### src/rtl/cwrap_pkg.sv
package cwrap_pkg;

  typedef enum logic [1:0] {
    MD_FUNC = 2'd0,
    MD_INT  = 2'd1,
    MD_EXT  = 2'd2,
    MD_BYP  = 2'd3
  } wmode_e;

  function automatic int unsigned slice_cnt(input int unsigned bits, input int unsigned w);
    return (bits + w - 1) / w;
  endfunction

  function automatic int unsigned max_u(input int unsigned a, input int unsigned b);
    return (a > b) ? a : b;
  endfunction

endpackage

### src/rtl/cwrap_rst_sync.sv
module cwrap_rst_sync (
  input  logic clk,
  input  logic rst_n,
  output logic rst_n_s
);
  logic [1:0] sync_q;

  always_ff @(posedge clk or negedge rst_n) begin
    if (!rst_n) sync_q <= 2'b00;
    else        sync_q <= {sync_q[0], 1'b1};
  end

  assign rst_n_s = sync_q[1];
endmodule

### src/rtl/cwrap_mode_ctl.sv
module cwrap_mode_ctl
  import cwrap_pkg::*;
(
  input  logic       clk,
  input  logic       rst_n,
  input  logic [1:0] mode_req,
  input  logic       shift_en,
  output wmode_e     mode_q
);
  wmode_e mode_d;

  always_comb begin
    mode_d = mode_q;
    if (!shift_en) mode_d = wmode_e'(mode_req);
  end

  always_ff @(posedge clk or negedge rst_n) begin
    if (!rst_n) mode_q <= MD_FUNC;
    else        mode_q <= mode_d;
  end
endmodule

### src/rtl/cwrap_deser.sv
module cwrap_deser
  import cwrap_pkg::*;
#(
  parameter int unsigned TW = 4,
  parameter int unsigned NI = 10,
  parameter int unsigned NO = 7
) (
  input  logic          clk,
  input  logic          rst_n,
  input  wmode_e        mode,
  input  logic          shift_en,
  input  logic          update_stb,
  input  logic [TW-1:0] tst_di,
  output logic [NI-1:0] core_word,
  output logic [NO-1:0] sys_word
);
  localparam int unsigned SLI   = slice_cnt(NI, TW);
  localparam int unsigned SLO   = slice_cnt(NO, TW);
  localparam int unsigned SMAX  = max_u(SLI, SLO);
  localparam int unsigned CW    = SMAX * TW;
  localparam int unsigned OFF_I = (SMAX - SLI) * TW;
  localparam int unsigned OFF_O = (SMAX - SLO) * TW;

  logic [CW-1:0] chain_q, chain_d;
  logic [NI-1:0] core_d;
  logic [NO-1:0] sys_d;
  logic          scan_en;
  logic [CW-1:0] shifted;

  assign scan_en = shift_en && ((mode == MD_INT) || (mode == MD_EXT));

  generate
    if (SMAX > 1) begin : g_multi
      assign shifted = {tst_di, chain_q[CW-1:TW]};
    end else begin : g_single
      assign shifted = tst_di;
    end
  endgenerate

  always_comb begin
    chain_d = chain_q;
    if (scan_en) chain_d = shifted;
  end

  always_comb begin
    core_d = core_word;
    sys_d  = sys_word;
    if (update_stb && (mode == MD_INT)) core_d = chain_q[OFF_I +: NI];
    if (update_stb && (mode == MD_EXT)) sys_d  = chain_q[OFF_O +: NO];
  end

  always_ff @(posedge clk or negedge rst_n) begin
    if (!rst_n) begin
      chain_q   <= '0;
      core_word <= '0;
      sys_word  <= '0;
    end else begin
      chain_q   <= chain_d;
      core_word <= core_d;
      sys_word  <= sys_d;
    end
  end
endmodule

### src/rtl/cwrap_ser.sv
module cwrap_ser
  import cwrap_pkg::*;
#(
  parameter int unsigned TW = 4,
  parameter int unsigned NI = 10,
  parameter int unsigned NO = 7
) (
  input  logic          clk,
  input  logic          rst_n,
  input  wmode_e        mode,
  input  logic          shift_en,
  input  logic          capture_stb,
  input  logic [NO-1:0] core_out,
  input  logic [NI-1:0] sys_in,
  output logic [TW-1:0] slice_out
);
  localparam int unsigned SLI  = slice_cnt(NI, TW);
  localparam int unsigned SLO  = slice_cnt(NO, TW);
  localparam int unsigned SMAX = max_u(SLI, SLO);
  localparam int unsigned CW   = SMAX * TW;

  logic [CW-1:0] resp_q, resp_d, cap_word;
  logic          active;

  assign active = (mode == MD_INT) || (mode == MD_EXT);

  always_comb begin
    cap_word = '0;
    if (mode == MD_INT) cap_word[NO-1:0] = core_out;
    else                cap_word[NI-1:0] = sys_in;
  end

  always_comb begin
    resp_d = resp_q;
    if (active && capture_stb)   resp_d = cap_word;
    else if (active && shift_en) resp_d = resp_q >> TW;
  end

  always_ff @(posedge clk or negedge rst_n) begin
    if (!rst_n) resp_q <= '0;
    else        resp_q <= resp_d;
  end

  assign slice_out = resp_q[TW-1:0];
endmodule

### src/rtl/cwrap_bypass.sv
module cwrap_bypass #(
  parameter int unsigned TW = 4
) (
  input  logic          clk,
  input  logic          rst_n,
  input  logic          en,
  input  logic [TW-1:0] tst_di,
  output logic [TW-1:0] byp_q
);
  logic [TW-1:0] byp_d;

  always_comb begin
    byp_d = '0;
    if (en) byp_d = tst_di;
  end

  always_ff @(posedge clk or negedge rst_n) begin
    if (!rst_n) byp_q <= '0;
    else        byp_q <= byp_d;
  end
endmodule

### src/rtl/cwrap_core_wrapper.sv
module cwrap_core_wrapper
  import cwrap_pkg::*;
#(
  parameter int unsigned TW = 4,
  parameter int unsigned NI = 10,
  parameter int unsigned NO = 7
) (
  input  logic          clk,
  input  logic          rst_n,
  input  logic [1:0]    mode_req,
  input  logic          shift_en,
  input  logic          update_stb,
  input  logic          capture_stb,
  input  logic [TW-1:0] tst_di,
  output logic [TW-1:0] tst_do,
  input  logic [NI-1:0] sys_in,
  output logic [NI-1:0] core_in,
  input  logic [NO-1:0] core_out,
  output logic [NO-1:0] sys_out
);
  logic          rst_n_s;
  wmode_e        mode_q;
  logic [NI-1:0] core_word;
  logic [NO-1:0] sys_word;
  logic [TW-1:0] resp_slice;
  logic [TW-1:0] byp_q;

  cwrap_rst_sync u_rst (
    .clk     (clk),
    .rst_n   (rst_n),
    .rst_n_s (rst_n_s)
  );

  cwrap_mode_ctl u_mode (
    .clk      (clk),
    .rst_n    (rst_n_s),
    .mode_req (mode_req),
    .shift_en (shift_en),
    .mode_q   (mode_q)
  );

  cwrap_deser #(.TW(TW), .NI(NI), .NO(NO)) u_deser (
    .clk        (clk),
    .rst_n      (rst_n_s),
    .mode       (mode_q),
    .shift_en   (shift_en),
    .update_stb (update_stb),
    .tst_di     (tst_di),
    .core_word  (core_word),
    .sys_word   (sys_word)
  );

  cwrap_ser #(.TW(TW), .NI(NI), .NO(NO)) u_ser (
    .clk         (clk),
    .rst_n       (rst_n_s),
    .mode        (mode_q),
    .shift_en    (shift_en),
    .capture_stb (capture_stb),
    .core_out    (core_out),
    .sys_in      (sys_in),
    .slice_out   (resp_slice)
  );

  cwrap_bypass #(.TW(TW)) u_byp (
    .clk    (clk),
    .rst_n  (rst_n_s),
    .en     (mode_q == MD_BYP),
    .tst_di (tst_di),
    .byp_q  (byp_q)
  );

  always_comb begin
    core_in = sys_in;
    sys_out = core_out;
    tst_do  = '0;
    unique case (mode_q)
      MD_INT: begin
        core_in = core_word;
        sys_out = '0;
        tst_do  = resp_slice;
      end
      MD_EXT: begin
        sys_out = sys_word;
        tst_do  = resp_slice;
      end
      MD_BYP:  tst_do = byp_q;
      default: tst_do = '0;
    endcase
  end
endmodule

### config.mk
export PLATFORM = sky130hd
export DESIGN_NAME = cwrap_core_wrapper
export DESIGN_NICKNAME = d
export VERILOG_FILES = /design/src/rtl/cwrap_pkg.sv /design/src/rtl/cwrap_rst_sync.sv /design/src/rtl/cwrap_mode_ctl.sv /design/src/rtl/cwrap_deser.sv /design/src/rtl/cwrap_ser.sv /design/src/rtl/cwrap_bypass.sv /design/src/rtl/cwrap_core_wrapper.sv
export SDC_FILE = /design/constraint.sdc
export NUM_CORES = 1
export LEC_CHECK = 0
export BUFFER_PORTS_ARGS = -buffer_cell sky130_fd_sc_hd__buf_2
export CORE_UTILIZATION = 50
export DETAILED_ROUTE_END_ITERATION = 8
export GPL_ROUTABILITY_DRIVEN = 0
export HOLD_SLACK_MARGIN = 0.15
export PLACE_DENSITY = 0.79
export SYNTH_ARGS = -nofsm -noshare
export SYNTH_HDL_FRONTEND = slang
export SYNTH_HIERARCHICAL = 1
export SYNTH_SLANG_ARGS = --single-unit
### constraint.sdc
create_clock -name clk -period 1.6 [get_ports clk]
set_input_delay 0.16 -clock clk [delete_from_list [all_inputs] [get_ports clk]]
set_output_delay 0.16 -clock clk [all_outputs]
set_load 0.05 [all_outputs]
==> metrics.sh <==
NUMBER_OF_GLOBAL_ROUTE_VIAS_BEFORE_REPAIR=1770
TIMING.SETUP.TNS_NS=-5.86
INITIAL_CORE_UTIL_PCT=52.5
DIE_HEIGHT_UM=69.8
WORST_CLOCK_SKEW_NS=0.0114
FINAL.SETUP.WORST_SLACK_NS=-0.280
P_INT_mW=3.03
COMBINATIONAL_SHARE_OF_POWER_PCT=43.9
CRITPATHARRIVALTIME_NS=1.72
CORE_UM2=4380
FINISHED_LAYOUT_CELLS=302
TIMING_HOLD_VIOLATIONS_FINAL=0
CRIT_PATH_START_KIND='flip-flop'
SETUP_VIOL_COUNT_FINAL=41
POSTSYNTHCELLCOUNT=166
SYNTH_AREA_PER_CELL_UM2=13.9
POWER.SWITCHING_mW=1.69
TIGHTEST_SLEW_NS=0.552
SYNTHESIZED_AREA_UM2=2300
MAX_SLEW_MARGIN_PCT=63.2
FF_LATCH_AREA_UM2=1180
WORST-PATH-BUF-INV=3
GRT_START_MAX_NET_PINS=46
SYN_NETS=201
VDD_IR_DROP_MAX_mV=0.981
DR.PASS1.ITERS=5
FAILING_CHECKS='setup timing'
DETAILEDROUTE.FIRSTITERATIONVIOLATIONS=177
DRT-VIAS-PER-INSTANCE=5.53
CRITICAL_PATH.CELL_CHAIN='inv_2 -> ha_4 -> and2_4 -> buf_6 -> a22o_4 -> buf_8'
POWER.SHARE.CLOCK_PCT=15.0
LKG_PWR_nW=1.59
AREA_GROWTH_SYN_TO_LAYOUT_PCT=44.1
RSZ_0062_RAISED_AFTER_GLOBAL_ROUTING='yes'
STATUS='finished with violations'
DIE_AREA_UM2=4880
CLK_PIN_SLEW_NS=0.09
GRT.TOTAL_USAGE_PCT=25.2
POST-ROUTE-MIN-PERIOD_NS=1.88
FINALCRITPERIODSHARE_PCT=117
TOTALWIRELENGTH_UM=6040
FRACTION_OF_LAYOUT_CELLS_WITH_A_SIZE_SUFFIX_ABOVE_1_PCT=61.2
DP_CELLS=275
CLOCK_LATENCY_NS=0.31
CTSHTREEMAXLEVEL=2
MAX_CLOCK_FREQ_GHz=0.532
MULTI_INPUT_GATE_AREA_UM2=1160
ROUTED_WIRE_LENGTH_PER_INSTANCE_UM=20.0
DRC=0
WORST_PATH_MAX_DELAY_CELL='sky130_fd_sc_hd__dfrtp_1'
POST_SYNTH_MAIN_AREA_CONTRIBUTORS='sky130_fd_sc_hd__dfrtp_1 (51%), sky130_fd_sc_hd__mux2_2 (15%), sky130_fd_sc_hd__mux2_4 (7.2%)'
VIAS=1670
CTS_BUF_COUNT=5
DIODES=0
PORT-BUFFER-COUNT=48
YOSYS.AREA.TOP_TYPE='sky130_fd_sc_hd__dfrtp_1'
HOLD_PATH_CLASS='input port to flip-flop'
PLACEMENTROWS=24
GR-TOTAL-OVERFLOW=0
WORST-SETUP-PATH-TYPE='flip-flop to primary output'
PWR_DENSITY_CELL_nW_PER_UM2=1430
CLOCKROOTBUFFER='sky130_fd_sc_hd__clkbuf_8'
INITIAL_ANTENNA_VIOLATION_COUNT=0
TRITONCTS='done'
FINAL_SLEW_VIOLATIONS=0
TIMING.CRITICAL_PATH.MAX_DELAY_FAMILY='flip-flops'
SYNTH_SEQUENTIAL_AREA_RATIO_PCT=51.1
FILL_CELL_COUNT=267
FINALINSTANCEAREA_UM2=3320
DIE_WIDTH_UM=69.8
POST_DP_CELL_AREA_UM2=2690
MAX-CAP-VIOLATIONS=0
HPWL_UM=3540
FINAL_ANTENNA_NET_COUNT=0
CLOCK_SINK_COUNT=47
WORST-PATH-MAX-FANOUT=3
GRT_PASS1_WL_UM=9190
IO-PIN-COUNT=49
PLACE_WORST_SETUP_SLACK_NS=-0.0295
POST_SYNTH_TOP_AREA_SHARE_PCT=51.1
SEQ_POWER_SHARE_PCT=41.1
FINAL_COMMON_CELL='sky130_fd_sc_hd__dfrtp_1'
LAYOUT_COMMON_CELLS='sky130_fd_sc_hd__dfrtp_1 (46), sky130_fd_sc_hd__buf_2 (27), sky130_fd_sc_hd__mux2_4 (22), sky130_fd_sc_hd__mux2_2 (20), sky130_fd_sc_hd__buf_6 (20)'
SW_FRAC_OF_TOTAL_PCT=35.8
YS_FF_LATCH=47
WORSTSETUPENDPOINTTYPE='primary output'
SYNTHESIS.YOSYS.WARNINGS=6
CRITPATHREQUIREDTIME_NS=1.44
CRIT_PATH_MAX_INCR_DELAY_NS=0.43
FINAL_NET_COUNT=284
CTS_BUFFER_DEPTH=2
SYNTH.LIB_CELLS_USED.DISTINCT=21
area by class of cell:
cell class,count,share of cell area (%)
Timing Repair Buffer,84,23.5
Multi-Input combinational cell,99,35.1
Clock inverter,2,0.377
Sequential cell,47,35.5
Clock buffer,6,2.19
Tap cell,52,1.96
Inverter,12,1.36
per-layer routing:
metal	routed length, um	track usage, %	part of all wire [%]	up-vias
met4	159	8.89	2.6	0
met5	0	0	0	-
met2	3110	42.6	51	65
met1	2500	32.8	41	838
li1	-	-	-	754
met3	272	4.22	4.5	13
synth_stat cells, drive strengths merged:
| cell | n |
|---|---|
| dfrtp | 47 |
| mux2 | 42 |
| inv | 12 |
| a22o | 11 |
| buf | 8 |
| ha | 7 |
| nor2b | 7 |
| a222oi | 6 |
| mux2i | 6 |
| and2 | 5 |
| nor2 | 5 |
| a22oi | 4 |
| nand2 | 2 |
| and2b | 1 |
| conb | 1 |
| nor3b | 1 |
| o21bai | 1 |
logic make-up after synthesis:
logic type / share of synthesized area [%]
and+or+nand+nor: 5.82
buffers and inverters: 5.22
adders and majority gates: 3.81
muxes: 25.0
AOI/OAI and AO/OA: 8.92
DFF: 51.1
other: 0.163
timing repair:
action                     4_1_cts  5_1_grt
setup endpoints to repair       24       53
pin swaps                        8       14
gates cloned                     1        0
gates resized for setup         71       26
setup buffers                    6        5
hold buffers                    11        0
hold endpoints to repair        15        0
power by group through the flow:
stage / logic (mW) / registers (mW) / clock network (mW)
5_1_grt: 2.18 / 1.99 / 0.765
6_report: 2.08 / 1.94 / 0.709
3_3_place_gp: 1.55 / 1.90 / 0
4_1_cts: 1.93 / 1.91 / 0.721
2_1_floorplan: 1.30 / 1.84 / 0
3_5_place_dp: 1.59 / 1.91 / 0
final timing paths:
check,from,end,slack (ns),cells past startpoint
min in group asynchronous,u_rst/sync_q[1],u_deser/core_word[1],0.34,1
setup / recovery,u_mode/mode_q[1],sys_out[3],-0.28,6
hold / removal,sys_in[2],u_ser/resp_q[2],0.25,3
hold reg to reg,u_rst/sync_q[1],u_deser/core_word[1],0.34,1
setup reg to reg,u_mode/mode_q[1],u_deser/chain_q[7],-0.15,7
max in group asynchronous,rst_n,u_rst/sync_q[1],0.76,3
metrics by stage:
stage / hold slack [ns] / power, mW / util, %
3_5_place_dp: -0.0548 / 3.50 / 61.4
6_report: 0.249 / 4.73 / 75.6
4_1_cts: 0.235 / 4.56 / 73.4
5_1_grt: 0.260 / 4.93 / 75.6
3_3_place_gp: -0.0552 / 3.45 / 61.4
2_1_floorplan: -0.136 / 3.14 / -
worst reg2reg max path, stage by stage (launching register included):
cell and delay [ns]:
sky130_fd_sc_hd__dfrtp_1 0.43, sky130_fd_sc_hd__buf_6 0.14, sky130_fd_sc_hd__buf_6 0.12, sky130_fd_sc_hd__ha_4 0.24
sky130_fd_sc_hd__nor2b_4 0.18, sky130_fd_sc_hd__buf_12 0.13, sky130_fd_sc_hd__buf_16 0.10, sky130_fd_sc_hd__mux2_4 0.29
registers in the layout, indices dropped and copies added, names as in the netlist:
name               flops
u_deser/sys_word       7
u_rst/sync_q           2
u_deser/core_word     10
u_mode/mode_q          2
u_deser/chain_q       12
u_ser/resp_q          10
u_byp/byp_q            4
Power figures use the tool's default switching activity.
